--- src/rtl/pll_cfg_pkg.sv ---
package pll_cfg_pkg;

  localparam int unsigned WORD_W = 32;
  localparam int unsigned DIV_W  = 8;
  localparam int unsigned LCNT_W = 6;
  localparam int unsigned RNG_W  = 2;
  localparam int unsigned MUL_W  = 11;
  localparam int unsigned CFG_W  = DIV_W + LCNT_W + RNG_W + MUL_W;
  localparam int unsigned FACT_W = MUL_W + 1;

  // Field order is the bit layout: multiplier on top, divider at bit 0.
  typedef struct packed {
    logic [MUL_W-1:0]  mult;
    logic [RNG_W-1:0]  range;
    logic [LCNT_W-1:0] lcnt;
    logic [DIV_W-1:0]  div;
  } pll_cfg_t;

  typedef enum logic [1:0] {
    DIV_ZERO   = 2'b00,
    DIV_BYPASS = 2'b01,
    DIV_ACTIVE = 2'b10
  } div_mode_e;

  typedef enum logic [1:0] {
    LK_IDLE   = 2'b00,
    LK_COUNT  = 2'b01,
    LK_LOCKED = 2'b10
  } lock_state_e;

endpackage

--- src/rtl/pll_rst_sync.sv ---
module pll_rst_sync #(
  parameter int unsigned STAGES = 2
) (
  input  logic clk,
  input  logic rst_n,
  output logic rst_sync_n
);

  logic [STAGES-1:0] sync_q;

  always_ff @(posedge clk or negedge rst_n) begin
    if (!rst_n) begin
      sync_q <= '0;
    end else begin
      sync_q <= {sync_q[STAGES-2:0], 1'b1};
    end
  end

  assign rst_sync_n = sync_q[STAGES-1];

endmodule

--- src/rtl/pll_cfg_reg.sv ---
module pll_cfg_reg
  import pll_cfg_pkg::*;
#(
  parameter int unsigned ADDR_W   = 4,
  parameter int unsigned CFG_ADDR = 0
) (
  input  logic              clk,
  input  logic              rst_n,
  input  logic              wr_en,
  input  logic [ADDR_W-1:0] wr_addr,
  input  logic [WORD_W-1:0] wr_data,
  output logic              load,
  output pll_cfg_t          cfg_nxt,
  output pll_cfg_t          cfg_q,
  output logic              range_err_q
);

  localparam logic [ADDR_W-1:0] HIT_ADDR = ADDR_W'(CFG_ADDR);

  pll_cfg_t cfg_in;
  logic     err_nxt;
  logic     reserved_rng;

  assign cfg_in       = pll_cfg_t'(wr_data[CFG_W-1:0]);
  assign load         = wr_en && (wr_addr == HIT_ADDR);
  assign reserved_rng = cfg_in.range[0];

  always_comb begin
    cfg_nxt = cfg_q;
    err_nxt = range_err_q;
    if (load) begin
      cfg_nxt = cfg_in;
      if (reserved_rng) begin
        err_nxt = 1'b1;
      end
    end
  end

  always_ff @(posedge clk or negedge rst_n) begin
    if (!rst_n) begin
      cfg_q       <= '0;
      range_err_q <= 1'b0;
    end else begin
      cfg_q       <= cfg_nxt;
      range_err_q <= err_nxt;
    end
  end


  ignore_other_addr_chk: assert property (@(posedge clk) disable iff (!rst_n)
    (wr_en && (wr_addr != HIT_ADDR)) |=> $stable(cfg_q));


  err_sticky_chk: assert property (@(posedge clk) disable iff (!rst_n)
    range_err_q |=> range_err_q);


  err_on_reserved_chk: assert property (@(posedge clk) disable iff (!rst_n)
    (load && wr_data[14]) |=> range_err_q);

endmodule

--- src/rtl/pll_field_decode.sv ---
module pll_field_decode
  import pll_cfg_pkg::*;
(
  input  pll_cfg_t          cfg,
  output logic              pll_on,
  output logic [FACT_W-1:0] mult_factor,
  output div_mode_e         div_mode,
  output logic [DIV_W-1:0]  div_value,
  output logic              range_hi
);

  always_comb begin
    pll_on      = (cfg.mult != '0);
    mult_factor = pll_on ? ({1'b0, cfg.mult} + FACT_W'(1)) : '0;
    div_value   = cfg.div;
    range_hi    = (cfg.range == 2'b10);
    if (cfg.div == '0) begin
      div_mode = DIV_ZERO;
    end else if (cfg.div == DIV_W'(1)) begin
      div_mode = DIV_BYPASS;
    end else begin
      div_mode = DIV_ACTIVE;
    end
  end

endmodule

--- src/rtl/pll_lock_timer.sv ---
module pll_lock_timer
  import pll_cfg_pkg::*;
#(
  parameter int unsigned CNT_W = LCNT_W
) (
  input  logic             clk,
  input  logic             rst_n,
  input  logic             slow_en,
  input  logic             load,
  input  logic             load_on,
  input  logic [CNT_W-1:0] load_cnt,
  input  logic             pll_active,
  output logic             lock
);

  lock_state_e      state_q, state_nxt;
  logic [CNT_W-1:0] cnt_q, cnt_nxt;

  always_comb begin
    state_nxt = state_q;
    cnt_nxt   = cnt_q;
    if (load) begin
      cnt_nxt   = load_cnt;
      state_nxt = load_on ? LK_COUNT : LK_IDLE;
    end else if ((state_q == LK_COUNT) && slow_en) begin
      if (cnt_q == '0) begin
        state_nxt = LK_LOCKED;
      end else begin
        cnt_nxt = cnt_q - CNT_W'(1);
      end
    end
  end

  always_ff @(posedge clk or negedge rst_n) begin
    if (!rst_n) begin
      state_q <= LK_IDLE;
      cnt_q   <= '0;
    end else begin
      state_q <= state_nxt;
      cnt_q   <= cnt_nxt;
    end
  end

  assign lock = (state_q == LK_LOCKED);


  lock_clr_on_write_chk: assert property (@(posedge clk) disable iff (!rst_n)
    load |=> !lock);


  off_no_lock_chk: assert property (@(posedge clk) disable iff (!rst_n)
    !pll_active |-> !lock);


  lock_needs_pulse_chk: assert property (@(posedge clk) disable iff (!rst_n)
    $rose(lock) |-> $past(slow_en));


  count_holds_chk: assert property (@(posedge clk) disable iff (!rst_n)
    (!slow_en && !load) |=> $stable(cnt_q));

endmodule

--- src/rtl/pll_cfg_lock.sv ---
module pll_cfg_lock
  import pll_cfg_pkg::*;
#(
  parameter int unsigned ADDR_W   = 4,
  parameter int unsigned CFG_ADDR = 0
) (
  input  logic              clk,
  input  logic              rst_n,
  input  logic              slow_en,
  input  logic              wr_en,
  input  logic [ADDR_W-1:0] wr_addr,
  input  logic [31:0]       wr_data,
  output logic [31:0]       rd_data,
  output logic              pll_on,
  output logic [11:0]       mult_factor,
  output logic [1:0]        div_mode,
  output logic [7:0]        div_value,
  output logic              range_hi,
  output logic              range_err,
  output logic              lock
);

  logic      rst_int_n;
  logic      load;
  pll_cfg_t  cfg_nxt;
  pll_cfg_t  cfg_q;
  div_mode_e mode;

  pll_rst_sync #(.STAGES(2)) u_rst_sync (
    .clk        (clk),
    .rst_n      (rst_n),
    .rst_sync_n (rst_int_n)
  );

  pll_cfg_reg #(.ADDR_W(ADDR_W), .CFG_ADDR(CFG_ADDR)) u_cfg_reg (
    .clk         (clk),
    .rst_n       (rst_int_n),
    .wr_en       (wr_en),
    .wr_addr     (wr_addr),
    .wr_data     (wr_data),
    .load        (load),
    .cfg_nxt     (cfg_nxt),
    .cfg_q       (cfg_q),
    .range_err_q (range_err)
  );

  pll_field_decode u_decode (
    .cfg         (cfg_q),
    .pll_on      (pll_on),
    .mult_factor (mult_factor),
    .div_mode    (mode),
    .div_value   (div_value),
    .range_hi    (range_hi)
  );

  pll_lock_timer #(.CNT_W(LCNT_W)) u_lock_timer (
    .clk        (clk),
    .rst_n      (rst_int_n),
    .slow_en    (slow_en),
    .load       (load),
    .load_on    (cfg_nxt.mult != '0),
    .load_cnt   (cfg_nxt.lcnt),
    .pll_active (pll_on),
    .lock       (lock)
  );

  assign div_mode = mode;
  assign rd_data  = {{(WORD_W-CFG_W){1'b0}}, cfg_q};

endmodule

--- config.mk ---
export PLATFORM = sky130hd
export DESIGN_NAME = pll_cfg_lock
export DESIGN_NICKNAME = d
export VERILOG_FILES = /design/src/rtl/pll_cfg_pkg.sv /design/src/rtl/pll_rst_sync.sv /design/src/rtl/pll_cfg_reg.sv /design/src/rtl/pll_field_decode.sv /design/src/rtl/pll_lock_timer.sv /design/src/rtl/pll_cfg_lock.sv
export SDC_FILE = /design/constraint.sdc
export NUM_CORES = 1
export LEC_CHECK = 0
export BUFFER_PORTS_ARGS = -buffer_cell sky130_fd_sc_hd__buf_2
export CORE_MARGIN = 4
export CORE_UTILIZATION = 25
export DETAILED_ROUTE_END_ITERATION = 12
export PLACE_DENSITY = 0.48
export SYNTH_ARGS = -nofsm -noshare
export SYNTH_HDL_FRONTEND = slang
export SYNTH_SLANG_ARGS = --single-unit
--- constraint.sdc ---
create_clock -name clk -period 2 [get_ports clk]
set_clock_uncertainty 0.15 [all_clocks]
set_input_delay 0.2 -clock clk [delete_from_list [all_inputs] [get_ports clk]]
set_output_delay 0.2 -clock clk [all_outputs]
set_load 0.005 [all_outputs]
==> metrics.yaml <==
global_route:
  grt_pass1_wl_um: 8840
  track_usage: 0.114
  grt_overflow: 0
  grt_pass1_vias: 1845
  grt_max_degree: 29
  grt_antenna_before_repair: 0
pwr:
  p_leak_nw: 1.57
  p_total_mw: 2.69
  irDropWorstVdd_mv: 0.347
  power_density_nw_per_um2: 891
synth:
  synth_top_family_by_area: "simple AND/OR/NAND/NOR gates"
  syn_area_um2: 1960
  syn_avg_cell_area_um2: 8.81
  yosys-top-cells-area: "dfrtp_1 48%, nand2_1 16%, buf_4 5.0%, xnor2_1 4.0%, ha_1 2.5%"
  synth_top_cell_by_area: "dfrtp_1"
  synth-seq-area-share: 0.484
  synthCells: 223
  yosys.area_share.simple: 0.298
  synth_compound_area_frac: 0.0465
  yosys.area.top_type_share: 0.484
  synthMuxAreaShare: 0.0185
  synth_seq_cells: 38
  synthAdderAreaFrac: 0.0255
  yosysWarnings: 0
  synth_xor_area_frac: 0.0490
  synth_cell_types: 41
routing:
  dr.pass1.iters: 4
  antenna_left: 0
  drc: 0
  vias: 1883
  wl_um: 5190
  viasPerCell: 4.15
  drtIter0Drc: 39
  post_drt_wl_per_cell_um: 11.4
floorplanning:
  num_rows: 32
  core-area_um2: 7690
  dieArea_um2: 9340
  fp.dieW_um: 96.6
  start_util: 0.256
  die-height_um: 96.6
  io_pins: 98
placed_design:
  hpwl_um: 3830
  place_area_um2: 2560
  place_inst: 415
  port_buffers: 87
  gp_congestion: 0.742
timing:
  slew_viol_final: 0
  rsz0062_at_grt: "yes"
  max_freq_ghz: 0.423
  finalCritPeriodShare: 1.18
  holdWs_ns: -0.00902
  setup_ws_ns: -0.366
  min_period_ns: 2.37
  final-setup-viol-count: 6
  finalHoldViolations: 5
critical_path:
  cp_max_fo: 3
  cp-startpoint: "u_cfg_reg.cfg_q[16]"
  required_ns: 1.65
  crit_arrival_ns: 2.02
  critical_path_class: "reg2out"
  worstReg2RegStart: "u_lock_timer.cnt_q[0]"
  cp-start-kind: "register"
  end_kind: "output port"
clocking:
  root_buffer: "clkbuf_8"
  clockBufferDepth: 2
  htree_levels: 2
  cts_buffers: 5
  cts_tree: "built"
  path_clk_slew_ns: 0.08
  cts.sinks: 38
  insertion_delay_ns: 0.29
status:
  status: "complete, but fails checks"
  violations: "hold timing, setup timing"
flow_run:
  maxCapViolCount: 0
finish:
  area_growth_pct: 53.6
  final_cell_area_um2: 3020
  layout.nets: 395
  finalNonFillerCells: 454
  diodes: 0
  drive_above_1_share: 0.384
min_path:
  hold_class: "reg2async"
-- repair_timing --
action	4_1_cts	5_1_grt
endpoints found under the setup margin	8	10
buffers inserted	3	1
hold endpoints to repair	34	0
pin swaps	2	3
resized for setup	12	5
hold buffers	28	0
-- cells in the final DEF (no fill, tap or decap), types with 2 or more instances in the layout --
cell           instances
nand3_1                4
nor3_1                 3
buf_2                 85
nand2_1               82
xor2_1                 2
nor2b_1                3
dfrtp_1               38
xnor2_1                9
and3_1                 2
nand4_1                2
conb_1                 6
ha_4                   2
o21ai_0                9
clkbuf_8               5
and3_4                 2
nor4_1                 5
dlygate4sd3_1         28
buf_4                 22
buf_6                  2
nor2_1                 5
inv_1                  2
a21oi_1                3
inv_2                  3
ha_1                   2
-- layout make-up --
type                    instances  area (µm²)
fillers                       827        4670
flip-flops and latches         38         951
multi-input cells             164         936
repair buffers                137         893
well taps                     102         128
clock buffers                   5        68.8
clock inverters                 3        21.3
inverters                       5        18.8
-- final timing paths --
| check | end | slack, ns | cells after the start |
|---|---|---|---|
| max | mult_factor[9] | -0.37 | 7 |
| min | u_cfg_reg.cfg_q[2] | -0.009 | 0 |
| max reg2reg | u_lock_timer.cnt_q[1] | 0.14 | 6 |
| min reg2reg | u_cfg_reg.cfg_q[2] | -0.009 | 0 |
| max in group asynchronous | u_cfg_reg.cfg_q[22] | 1.01 | 1 |
| min in group clk | u_lock_timer.state_q[1] | 0.10 | 3 |
-- state kept, by name (all words and copies together) (netlist names) --
signal                 flops
u_rst_sync.sync_q          2
u_cfg_reg.range_err_q      1
u_lock_timer.cnt_q         6
u_lock_timer.state_q       2
u_cfg_reg.cfg_q           27
-- worst max-delay path, cell delays in order (launching register included) --
cell and delay (ns):
dfrtp_1 0.39, inv_2 0.08, ha_4 0.12, or4b_4 0.47
nor4_4 0.23, nor2_2 0.05, mux2_4 0.26, buf_6 0.11
-- stage by stage --
step                hold WS [ns]   util  TNS, ns  setup slack (ns)
floorplan                 -0.246      -        0            0.0287
global placement          -0.162  0.333   -0.120           -0.0870
detailed placement        -0.162  0.333   -0.244            -0.119
CTS                       0.0136  0.390    -2.08            -0.403
global route              0.0371  0.392    -2.40            -0.471
finish                  -0.00902  0.392    -1.56            -0.366
-- cell families (layout without fill, tap and decap cells) --
group | Yosys count | in the layout
other | 2 | 6
AO/OA/AOI/OAI | 16 | 16
multiplexers | 3 | 3
flip-flops | 38 | 38
AND/OR/NAND/NOR | 124 | 124
XOR/XNOR | 11 | 11
adder cells (fa/ha/maj) | 4 | 4
buffers and inverters | 25 | 150
-- layer usage --
layer	global-route usage	vias to the layer above	wire length [µm]
met1	0.145	852	2390
li1	-	966	-
met2	0.184	60	2400
met4	0.0324	0	50
met3	0.0368	5	351
met5	0	-	0
-- cell usage after synthesis --
cell type,n
nand2_1,83
dfrtp_1,38
buf_4,13
o21ai_0,9
xnor2_1,9
inv_1,5
nor2_1,5
nor4_1,5
and3_1,4
clkbuf_1,4
ha_1,4
nand3_1,4
a21oi_1,3
buf_2,3
nor2b_1,3
nor3_1,3
conb_1,2
nand4_1,2
xor2_1,2
a211oi_1,1
a21o_1,1
a41oi_1,1
and2_0,1
and2_1,1
and2b_2,1
and4_2,1
mux2_2,1
mux2_4,1
mux2i_1,1
nand3b_1,1
nand4b_1,1
nor2_2,1
nor3b_1,1
nor4_4,1
nor4b_1,1
o211ai_1,1
or2_2,1
or3_1,1
or4_1,1
or4_4,1
or4b_1,1
-- power breakdown --
part           total, mW  internal, mW  leakage, nW  switching, mW
clock              0.528         0.245       0.0441          0.283
combinational       1.02         0.563         1.06          0.457
sequential          1.14         0.966        0.474          0.173
total               2.69          1.77         1.57          0.913
No activity file was read; power rests on OpenSTA's default activity.
